--- src/rtl/mf_aux_pkg.sv ---
package mf_aux_pkg;
  typedef enum logic [1:0] {
    ADDR_RXC  = 2'd0,
    ADDR_TXC  = 2'd1,
    ADDR_STAT = 2'd2,
    ADDR_MASK = 2'd3
  } reg_addr_e;

  localparam int unsigned ST_WR  = 0;
  localparam int unsigned ST_CHG = 1;
  localparam int unsigned ST_LSC = 2;
  localparam int unsigned ST_LOS = 3;
  localparam int unsigned ST_W   = 4;
endpackage

--- src/rtl/mf_aux_timer.sv ---
module mf_aux_timer #(
  parameter int unsigned MF_LEN   = 20,
  parameter int unsigned SLOT_GAP = 5,
  parameter int unsigned CODE_W   = 4,
  localparam int unsigned CW = $clog2(MF_LEN),
  localparam int unsigned IW = (CODE_W > 1) ? $clog2(CODE_W) : 1
) (
  input  logic          clk_i,
  input  logic          rst_ni,
  input  logic          frame_stb_i,
  input  logic          mf_start_i,
  output logic          mf_hit_o,
  output logic          slot_hit_o,
  output logic [IW-1:0] slot_idx_o
);
  logic [CW-1:0] cnt_q, cur;
  logic          seen_q;

  always_comb begin
    if (mf_start_i)                    cur = '0;
    else if (cnt_q == CW'(MF_LEN - 1)) cur = cnt_q;
    else                               cur = cnt_q + 1'b1;
  end

  assign mf_hit_o   = frame_stb_i && mf_start_i;
  assign slot_hit_o = frame_stb_i && (mf_start_i || seen_q) &&
                      ((cur % CW'(SLOT_GAP)) == '0) &&
                      ((cur / CW'(SLOT_GAP)) < CW'(CODE_W));
  assign slot_idx_o = IW'(cur / CW'(SLOT_GAP));

  always_ff @(posedge clk_i or negedge rst_ni) begin
    if (!rst_ni) begin
      cnt_q  <= CW'(MF_LEN - 1);
      seen_q <= 1'b0;
    end else if (frame_stb_i) begin
      cnt_q  <= cur;
      seen_q <= seen_q | mf_start_i;
    end
  end
endmodule

--- src/rtl/mf_aux_rx.sv ---
module mf_aux_rx #(
  parameter int unsigned CODE_W = 4,
  localparam int unsigned IW = (CODE_W > 1) ? $clog2(CODE_W) : 1
) (
  input  logic              clk_i,
  input  logic              rst_ni,
  input  logic              mf_hit_i,
  input  logic              slot_hit_i,
  input  logic [IW-1:0]     slot_idx_i,
  input  logic              rx_bit_i,
  output logic [CODE_W-1:0] code_o,
  output logic              commit_o,
  output logic              diff_o
);
  logic [CODE_W-1:0] sr_q;
  logic              full_q;

  assign commit_o = mf_hit_i && full_q;
  assign diff_o   = commit_o && (sr_q != code_o);

  always_ff @(posedge clk_i or negedge rst_ni) begin
    if (!rst_ni) begin
      sr_q   <= '0;
      full_q <= 1'b0;
      code_o <= '0;
    end else begin
      if (diff_o) code_o <= sr_q;
      if (slot_hit_i) sr_q <= {sr_q[CODE_W-2:0], rx_bit_i};
      if (slot_hit_i && slot_idx_i == IW'(CODE_W - 1)) full_q <= 1'b1;
      else if (mf_hit_i)                               full_q <= 1'b0;
    end
  end

  assert_code_stable_R2: assert property (@(posedge clk_i) disable iff (!rst_ni)
    !commit_o |=> $stable(code_o));
endmodule

--- src/rtl/mf_aux_tx.sv ---
module mf_aux_tx #(
  parameter int unsigned CODE_W = 4,
  localparam int unsigned IW = (CODE_W > 1) ? $clog2(CODE_W) : 1
) (
  input  logic              clk_i,
  input  logic              rst_ni,
  input  logic              mf_hit_i,
  input  logic              slot_hit_i,
  input  logic [IW-1:0]     slot_idx_i,
  input  logic              wr_i,
  input  logic [CODE_W-1:0] wdata_i,
  output logic [CODE_W-1:0] hold_o,
  output logic              tx_bit_o
);
  logic [CODE_W-1:0] shadow_q;

  always_ff @(posedge clk_i or negedge rst_ni) begin
    if (!rst_ni) begin
      hold_o   <= '0;
      shadow_q <= '0;
      tx_bit_o <= 1'b0;
    end else begin
      if (wr_i)     hold_o   <= wdata_i;
      if (mf_hit_i) shadow_q <= hold_o;
      if (slot_hit_i) begin
        // first slot coincides with the shadow load: take the holding value
        if (slot_idx_i == '0) tx_bit_o <= hold_o[CODE_W-1];
        else                  tx_bit_o <= shadow_q[IW'(CODE_W - 1) - slot_idx_i];
      end
    end
  end

  assert_tx_stable_R6: assert property (@(posedge clk_i) disable iff (!rst_ni)
    !slot_hit_i |=> $stable(tx_bit_o));
endmodule

--- src/rtl/mf_aux_regs.sv ---
module mf_aux_regs
  import mf_aux_pkg::*;
#(
  parameter int unsigned CODE_W = 4,
  parameter int unsigned DW     = 8
) (
  input  logic              clk_i,
  input  logic              rst_ni,
  input  logic              mf_hit_i,
  input  logic              diff_i,
  input  logic              los_i,
  input  logic              lsc_i,
  input  logic              we_i,
  input  logic              re_i,
  input  logic [1:0]        addr_i,
  input  logic [DW-1:0]     wdata_i,
  input  logic [CODE_W-1:0] rx_code_i,
  input  logic [CODE_W-1:0] tx_hold_i,
  output logic              txc_we_o,
  output logic [DW-1:0]     rdata_o,
  output logic              irq_o
);
  logic [ST_W-1:0] stat_q, stat_d;
  logic [DW-1:0]   mask_q;
  logic            rxc_rd, stat_rd;

  assign txc_we_o = we_i && (addr_i == ADDR_TXC);
  assign rxc_rd   = re_i && (addr_i == ADDR_RXC);
  assign stat_rd  = re_i && (addr_i == ADDR_STAT);

  always_comb begin
    stat_d[ST_WR]  = mf_hit_i | (stat_q[ST_WR]  & ~txc_we_o);
    stat_d[ST_CHG] = diff_i   | (stat_q[ST_CHG] & ~rxc_rd);
    stat_d[ST_LSC] = lsc_i    | (stat_q[ST_LSC] & ~stat_rd);
    stat_d[ST_LOS] = los_i    | (stat_q[ST_LOS] & ~stat_rd);
  end

  always_ff @(posedge clk_i or negedge rst_ni) begin
    if (!rst_ni) begin
      stat_q <= '0;
      mask_q <= '1;
    end else begin
      stat_q <= stat_d;
      if (we_i && addr_i == ADDR_MASK) mask_q <= wdata_i;
    end
  end

  always_comb begin
    unique case (addr_i)
      ADDR_RXC:  rdata_o = DW'(rx_code_i);
      ADDR_TXC:  rdata_o = DW'(tx_hold_i);
      ADDR_STAT: rdata_o = DW'(stat_q);
      default:   rdata_o = mask_q;
    endcase
  end

  assign irq_o = |(stat_q & ~mask_q[ST_W-1:0]);

  assert_wr_set_R5: assert property (@(posedge clk_i) disable iff (!rst_ni)
    mf_hit_i |=> stat_q[ST_WR]);
  assert_chg_clr_R4: assert property (@(posedge clk_i) disable iff (!rst_ni)
    (rxc_rd && !diff_i) |=> !stat_q[ST_CHG]);
  assert_both_set_R7: assert property (@(posedge clk_i) disable iff (!rst_ni)
    (diff_i && mf_hit_i) |=> (stat_q[ST_CHG] && stat_q[ST_WR]));
  assert_los_sticky_R9: assert property (@(posedge clk_i) disable iff (!rst_ni)
    (stat_q[ST_LOS] && !stat_rd) |=> stat_q[ST_LOS]);
endmodule

--- src/rtl/mf_aux_ctrl.sv ---
module mf_aux_ctrl #(
  parameter int unsigned MF_LEN   = 20,
  parameter int unsigned SLOT_GAP = 5,
  parameter int unsigned CODE_W   = 4,
  parameter int unsigned DW       = 8,
  localparam int unsigned IW = (CODE_W > 1) ? $clog2(CODE_W) : 1
) (
  input  logic          clk_i,
  input  logic          rst_ni,
  input  logic          frame_stb_i,
  input  logic          mf_start_i,
  input  logic          rx_bit_i,
  output logic          tx_bit_o,
  input  logic          los_evt_i,
  input  logic          lsc_evt_i,
  input  logic          reg_we_i,
  input  logic          reg_re_i,
  input  logic [1:0]    reg_addr_i,
  input  logic [DW-1:0] reg_wdata_i,
  output logic [DW-1:0] reg_rdata_o,
  output logic          irq_o
);
  logic              mf_hit, slot_hit, commit, diff, txc_we;
  logic [IW-1:0]     slot_idx;
  logic [CODE_W-1:0] rx_code, tx_hold;

  mf_aux_timer #(.MF_LEN(MF_LEN), .SLOT_GAP(SLOT_GAP), .CODE_W(CODE_W)) u_timer (
    .clk_i, .rst_ni, .frame_stb_i, .mf_start_i,
    .mf_hit_o(mf_hit), .slot_hit_o(slot_hit), .slot_idx_o(slot_idx)
  );

  mf_aux_rx #(.CODE_W(CODE_W)) u_rx (
    .clk_i, .rst_ni, .mf_hit_i(mf_hit), .slot_hit_i(slot_hit),
    .slot_idx_i(slot_idx), .rx_bit_i, .code_o(rx_code),
    .commit_o(commit), .diff_o(diff)
  );

  mf_aux_tx #(.CODE_W(CODE_W)) u_tx (
    .clk_i, .rst_ni, .mf_hit_i(mf_hit), .slot_hit_i(slot_hit),
    .slot_idx_i(slot_idx), .wr_i(txc_we), .wdata_i(reg_wdata_i[CODE_W-1:0]),
    .hold_o(tx_hold), .tx_bit_o
  );

  mf_aux_regs #(.CODE_W(CODE_W), .DW(DW)) u_regs (
    .clk_i, .rst_ni, .mf_hit_i(mf_hit), .diff_i(diff),
    .los_i(los_evt_i), .lsc_i(lsc_evt_i), .we_i(reg_we_i), .re_i(reg_re_i),
    .addr_i(reg_addr_i), .wdata_i(reg_wdata_i), .rx_code_i(rx_code),
    .tx_hold_i(tx_hold), .txc_we_o(txc_we), .rdata_o(reg_rdata_o), .irq_o
  );

  assert_commit_at_start_R2: assert property (@(posedge clk_i) disable iff (!rst_ni)
    commit |-> mf_start_i);
endmodule

--- config.mk ---
export PLATFORM = sky130hd
export DESIGN_NAME = mf_aux_ctrl
export DESIGN_NICKNAME = d
export VERILOG_FILES = /design/src/rtl/mf_aux_pkg.sv /design/src/rtl/mf_aux_timer.sv /design/src/rtl/mf_aux_rx.sv /design/src/rtl/mf_aux_tx.sv /design/src/rtl/mf_aux_regs.sv /design/src/rtl/mf_aux_ctrl.sv
export SDC_FILE = /design/constraint.sdc
export NUM_CORES = 1
export LEC_CHECK = 0
export ABC_AREA = 1
export BUFFER_PORTS_ARGS = -buffer_cell sky130_fd_sc_hd__buf_2
export CORE_ASPECT_RATIO = 1.75
export CORE_UTILIZATION = 52
export CTS_BUF_LIST = sky130_fd_sc_hd__clkbuf_16
export DETAILED_ROUTE_END_ITERATION = 6
export PLACE_DENSITY = 0.86
export SLEW_MARGIN = 20
export SYNTH_ARGS = -nofsm -noshare
export SYNTH_HDL_FRONTEND = slang
export SYNTH_HIERARCHICAL = 1
export SYNTH_SLANG_ARGS = --single-unit
--- constraint.sdc ---
create_clock -name clk_i -period 2.8 [get_ports clk_i]
set_clock_uncertainty 0.05 [all_clocks]
set_input_delay 0.14 -clock clk_i [delete_from_list [all_inputs] [get_ports clk_i]]
set_output_delay 0.14 -clock clk_i [all_outputs]
set_load 0.01 [all_outputs]
======== After elaboration in Yosys (flattened, before gate mapping) ========
Cells that the tools add are included.
cells by class
  $add $sub $neg .......................... 2
  divide/modulo/power cells ............... 2
  $lt $le $gt $ge ......................... 2
  equality and inequality tests ........... 6
  muxes and demuxes ....................... 8
  bitwise gates (word level) .............. 14
  reductions and logical operators ........ 17
operators by type and width
  kind                                                        number
  one-hot mux 8 bit (3 select lines)                          1
  logical AND 1 bit                                           11
  2-to-1 mux 5 bit                                            2
  equality test 2 bit, second input constant                  3
  adder 5 x 1 -> 5 bit, second input constant                 1
  divider 5 x 3 -> 5 bit, second input constant               1
  equality test 5 bit, second input constant                  1
  zero test 5 bit                                             1
  less-than comparator 5 x 3 -> 1 bit, second input constant  1
  modulo 5 x 3 -> 5 bit, second input constant                1
  bitwise OR 1 bit                                            5
  bitwise AND 1 bit                                           4
  bitwise AND 4 bit                                           1
  zero test 2 bit                                             2
  2-to-1 mux 1 bit                                            4
  != test 4 bit                                               1
  NOT 4 bit                                                   1
  OR reduction 4 bit                                          1
  less-than comparator 2 x 3 -> 1 bit, second input constant  1
  NOT 1 bit                                                   3
  binary-select mux 1 bit (select 2 bit)                      1
  equality test 2 x 1 -> 1 bit, second input constant         1
  nonzero test 2 bit                                          1
  subtractor 2 bit, first input constant                      1
  logical OR 1 bit                                            1
word-level totals
  register bits after elaboration ......... 36
  input bits .............................. 19
  output and inout bits ................... 10
  logic and storage cells ................. 61

======== Longest topological paths before layout ========
  depth after elaboration ................. 9
  gate-level depth with buffers ........... 26
  gate-level depth less buffers ........... 26

======== By module ========
The synthesis kept the hierarchy.
by module, submodules not included
  module        times used  cells an instance  area each (um2)  sequential area each (um2)
  mf_aux_timer  1           112                745.7            153.9
  mf_aux_regs   1           89                 719.4            310.3
  mf_aux_rx     1           50                 416.6            225.2
  mf_aux_tx     1           39                 332.8            200.2

======== Worst setup path before layout ========
Ideal clock, no wire load.
  path type ............................... register to register
  start ................................... register u_timer.cnt_q[0]
  end ..................................... register u_rx.full_q
  library setup time ...................... 83 ps
  data arrival time ....................... 2,975 ps
  required time ........................... 2,667 ps
  setup slack ............................. -308 ps
  cell stages (with the launch flop) ...... 25
  path buffers ............................ 1
  clock period less this slack ............ 3,108 ps
  cell sequence ........................... dfstp_2 ha_1 xor2_1 inv_1 nor2_1 ha_1 nand3_2 nand2_4 nand3_1 nand3_2 nand2_2 nand2_4 nand2_1 nand2_1 inv_1 ha_1 nand3_1 nand3_1 nand2_1 inv_2 nand2_1 nor2_1 buf_2 nand3_1 o21ai_0
between the ends
  elaborated cells between the ends (all ways) .. 14
  those cells by class .................... add/sub (1); div (2); order compare (1); eq/ne (2); mux (3); reduce/logical (5)
RTL lines
  item                                                                line                                    RTL
  start: declaration                                                  mf_aux_timer.sv:16                      logic [CW-1:0] cnt_q, cur;
  start signal: assignment                                            mf_aux_timer.sv:33                      cnt_q <= CW'(MF_LEN - 1);
  start signal: assignment                                            mf_aux_timer.sv:36                      cnt_q <= cur;
  adder 5 x 1 -> 5 bit / equality test 5 bit (equally long branches)  mf_aux_timer.sv:22, mf_aux_timer.sv:21
  2-to-1 mux 5 bit (*)                                                mf_aux_timer.sv:21                      else if (cnt_q == CW'(MF_LEN - 1)) cur = cnt_q;
  2-to-1 mux 5 bit (*)                                                mf_aux_timer.sv:20                      if (mf_start_i) cur = '0;
  via u_timer.cur[2]                                                  mf_aux_timer.sv:16
  divider 5 x 3 -> 5 bit (*)                                          mf_aux_timer.sv:29                      assign slot_idx_o = IW'(cur / CW'(SLOT_GAP));
  via slot_idx[1]                                                     mf_aux_ctrl.sv:24                       logic [IW-1:0] slot_idx;
  less-than comparator 5 x 3 -> 1 bit (*)                             mf_aux_timer.sv:28                      ((cur / CW'(SLOT_GAP)) < CW'(CODE_W));
  logical AND 1 bit (*)                                               mf_aux_timer.sv:27                      ((cur % CW'(SLOT_GAP)) == '0) &&
  via slot_hit                                                        mf_aux_ctrl.sv:23                       logic mf_hit, slot_hit, commit, diff, txc_we;
  logical AND 1 bit (*)                                               mf_aux_rx.sv:29                         if (slot_hit_i && slot_idx_i == IW'(CODE_W - 1)) full_q <= 1'b1;
  2-to-1 mux 1 bit / nonzero test 2 bit (equally long branches)       n/a
  end signal: assignment                                              mf_aux_rx.sv:24                         full_q <= 1'b0;
  end signal: assignment                                              mf_aux_rx.sv:29
  end signal: assignment                                              mf_aux_rx.sv:30                         else if (mf_hit_i) full_q <= 1'b0;
  end: declaration                                                    mf_aux_rx.sv:16                         logic full_q;
The timed path passes the listed nets; every way through them passes the cells marked *.
A chain may end at the register's enable or synchronous reset.

======== Worst setup path after layout ========
  start ................................... register u_timer.cnt_q[0]
  end ..................................... register u_tx.tx_bit_o
between the ends
  elaborated cells between the ends (all ways) .. 15
  those cells by class .................... add/sub (2); div (2); order compare (1); eq/ne (1); mux (5); reduce/logical (4)
RTL lines
  item                                                                line                                    RTL
  adder 5 x 1 -> 5 bit / equality test 5 bit (equally long branches)  mf_aux_timer.sv:22, mf_aux_timer.sv:21
  2-to-1 mux 5 bit (*)                                                mf_aux_timer.sv:21
  2-to-1 mux 5 bit (*)                                                mf_aux_timer.sv:20
  via u_timer.cur[2]                                                  mf_aux_timer.sv:16
  divider 5 x 3 -> 5 bit (*)                                          mf_aux_timer.sv:29
  via slot_idx[1]                                                     mf_aux_ctrl.sv:24
  less-than comparator 5 x 3 -> 1 bit (*)                             mf_aux_timer.sv:28
  logical AND 1 bit (*)                                               mf_aux_timer.sv:27
  via slot_hit                                                        mf_aux_ctrl.sv:23
  end signal: assignment                                              mf_aux_tx.sv:27                         if (slot_idx_i == '0) tx_bit_o <= hold_o[CODE_W-1];
  end signal: assignment                                              mf_aux_tx.sv:28                         else tx_bit_o <= shadow_q[IW'(CODE_W - 1) - slot_idx_i];
  end: declaration                                                    mf_aux_tx.sv:13                         output logic tx_bit_o
The timed path passes the listed nets; every way through them passes the cells marked *. The select of a mux whose other input is x is not followed.

==> results_tabular.tex <==
\begin{tabular}{lr}
\hline
Metric & Value \\
\hline
\multicolumn{2}{l}{\textbf{Detailed routing}} \\
\quad Total vias in the final route & 2214 \\
\quad Violation count after the first detailed-route iteration & 61 \\
\quad Avg Vias per Cell & 5.49 \\
\quad Wire length after detailed routing & 6.12 mm \\
\quad Drc violations & 0 \\
\quad Post-detailed-route count of antenna-violating nets & 0 \\
\quad Post-DR wirelength/cell & 15.2 um \\
\quad First-pass DRT Iterations & 4 \\
\multicolumn{2}{l}{\textbf{Layout}} \\
\quad Nets & 377 \\
\quad Layout cells sized above 1 & 0.395 \\
\quad Final Instance Area & 0.00296 mm\^{}2 \\
\quad Total of fill cells in the finished design & 294 \\
\quad Count of antenna diodes in the layout & 0 \\
\quad Layout-stage area growth over the synthesis result & 33.7\% \\
\multicolumn{2}{l}{\textbf{Timing}} \\
\quad Setup repair after global routing missed its margin & true \\
\quad Min Hold Slack & 0.0248 ns \\
\quad Setup violations, final & 6 \\
\quad Rel. slew slack & 0.485 \\
\quad Max-slew violation count & 0 \\
\quad Post-Route Setup TNS & -1.78 ns \\
\quad Share of the cycle needed by the critical path after routing & 1.12 \\
\quad Least-Margin Pin Slew & 0.773 ns \\
\quad Minimum setup slack in the final design & -0.329 ns \\
\quad Number of hold violations in the final report & 0 \\
\quad Time the final worst path needs with I/O delays and setup & 3.13 ns \\
\quad Maximum clock frequency & 0.320 GHz \\
\multicolumn{2}{l}{\textbf{Floorplanning}} \\
\quad Floorplan die area & 0.00453 mm\^{}2 \\
\quad Die boundary height & 88.3 um \\
\quad Starting density of the core & 0.538 \\
\quad Placement row count & 31 \\
\quad Placeable core region & 0.00411 mm\^{}2 \\
\quad Die extent in x & 51.3 um \\
\quad Total I/O pin count & 29 \\
\multicolumn{2}{l}{\textbf{Synthesis}} \\
\quad Post-Synthesis Cells & 289 \\
\quad Post-synth net total & 313 \\
\quad Mean post-synth cell area & 7.65 um\^{}2 \\
\quad Synthesized cell area & 0.00221 mm\^{}2 \\
\quad Yosys synthesis warning count & 6 \\
\multicolumn{2}{l}{\textbf{Global route}} \\
\quad Overall routing resource usage & 0.268 \\
\quad Total grt overflow & 0 \\
\quad Vias in the first global route & 2107 \\
\quad Largest net degree at the start of global routing & 36 \\
\quad Wire length of the first global-routing pass & 8.91 mm \\
\quad Number of antenna violations at the first check in global routing & 0 \\
\multicolumn{2}{l}{\textbf{Critical path}} \\
\quad Endpoint arrival time on the critical path & 3.25 ns \\
\quad CP Class & flip-flop to flip-flop \\
\quad Buffers \& Inverters on Critical Path & 5 \\
\quad Biggest cell delay along the critical path & 0.56 ns \\
\quad Largest driver fanout on the critical path & 6 \\
\quad Category of cells accounting for the largest share of critical-path delay & simple AND/OR/NAND/NOR gates \\
\quad Crit-path most repeated cell & nand2\_4 \\
\quad Startpoint kind of the worst setup timing path & flip-flop \\
\quad Kind of end point of the critical path & flip-flop \\
\quad Data required time at the worst endpoint & 2.92 ns \\
\quad Master of the slowest instance on the critical path & dfstp\_2 \\
\multicolumn{2}{l}{\textbf{Clock tree}} \\
\quad Clock-pin slew of the registers on the worst-case setup and hold paths & 0.06 ns \\
\quad Clock latency at the later pin of the worst-skew pair & 0.28 ns \\
\quad TritonCTS clock tree & yes \\
\quad Htree depth & 2 \\
\quad Inserted Clock Buffers & 5 \\
\quad Buffer depth of the longest clock path & 2 \\
\quad Root buffer cell & clkbuf\_16 \\
\quad Clock sink count & 35 \\
\multicolumn{2}{l}{\textbf{Power and ir drop}} \\
\quad Highest ir drop seen on vdd & 0.000435 V \\
\quad PwrDens & 606 mW/mm\^{}2 \\
\quad Pwr Total & 0.00179 W \\
\quad Leakage power & 1.55 nW \\
\multicolumn{2}{l}{\textbf{Placement}} \\
\quad Number of port buffers & 28 \\
\quad Post-detailed-placement half-perimeter wirelength & 3.82 mm \\
\quad Routability Congestion & 0.858 \\
\quad Post-Place Cell Area & 0.00256 mm\^{}2 \\
\multicolumn{2}{l}{\textbf{Run status}} \\
\quad Outcome & finished with violations \\
\quad Violations in the final reports & negative setup slack \\
\multicolumn{2}{l}{\textbf{Flow run}} \\
\quad Max capacitance violation total & 0 \\
\multicolumn{2}{l}{\textbf{Hold path}} \\
\quad Worst hold path class & primary input to flip-flop \\
\hline
\end{tabular}
==> layer usage <==
metal / share of wire / track usage
met1: 0.35 / 0.249
met2: 0.57 / 0.539
met3: 0.041 / 0.0378
met4: 0.032 / 0.135
met5: 0 / 0
==> through the flow <==
stage	cells	utilization	setup WS [ns]
floorplan	289	-	-0.147
detailed placement	381	0.623	-0.248
finish	403	0.719	-0.329
global route	403	0.719	-0.519
global placement	381	0.623	-0.165
CTS	399	0.684	-0.190
==> repair_timing <==
item / CTS / global route
pin swaps: 5 / 21
gates cloned: 0 / 1
endpoints found under the setup margin: 6 / 6
hold buffers: 1 / 0
setup buffers: 9 / 3
endpoints found under the hold margin: 24 / 0
gates resized for setup: 4 / 29
==> path summary, 6_finish.rpt <==
| path | start | to | slack, ns | cells past startpoint |
|---|---|---|---|---|
| max | u_timer/cnt_q[0] | u_tx/tx_bit_o | -0.33 | 25 |
| min | frame_stb_i | u_timer/cnt_q[4] | 0.02 | 2 |
| max reg2reg | u_timer/cnt_q[0] | u_tx/tx_bit_o | -0.33 | 25 |
| min reg2reg | u_timer/seen_q | u_timer/seen_q | 0.41 | 1 |
| max in group asynchronous | rst_ni | u_timer/cnt_q[3] | 1.77 | 2 |
| min in group asynchronous | rst_ni | u_rx/code_o[3] | 0.42 | 2 |
==> cell type report <==
cell class              instances  area, um^2  share of cell area
multi-input cells             193        1220               0.413
well taps                      49        61.3              0.0207
repair buffers                 62         409               0.138
clock inverters                 3        38.8              0.0131
flip-flops and latches         35         890               0.301
inverters                      56         210              0.0711
clock buffers                   5         125              0.0423
==> cells in the final DEF, fill, tap and decap left out, types with 9 or more instances in the layout <==
cell,n
nand2_1,61
inv_1,46
buf_4,30
buf_2,28
nand3_1,26
dfrtp_1,24
nor2_1,17
o21ai_0,14
dfstp_2,11
inv_2,10
nand2_2,9
nand3_2,9
==> registers in the layout (all words and copies together), names as in the netlist <==
| signal | cells |
|---|---|
| u_regs/stat_q | 4 |
| u_regs/mask_q | 8 |
| u_tx/tx_bit_o | 1 |
| u_rx/code_o | 4 |
| u_rx/sr_q | 4 |
| u_timer/seen_q | 1 |
| u_timer/cnt_q | 5 |
| u_tx/shadow_q | 3 |
| u_tx/hold_o | 4 |
| u_rx/full_q | 1 |
==> power by group <==
| part | leakage, nW | switching (W) | internal [W] |
|---|---|---|---|
| sequential | 0.395 | 0.0000687 | 0.000614 |
| clock | 0.0812 | 0.000209 | 0.000415 |
| combinational | 1.08 | 0.000292 | 0.000193 |
| total | 1.55 | 0.000570 | 0.00122 |
(Power assumes the default switching activity.)
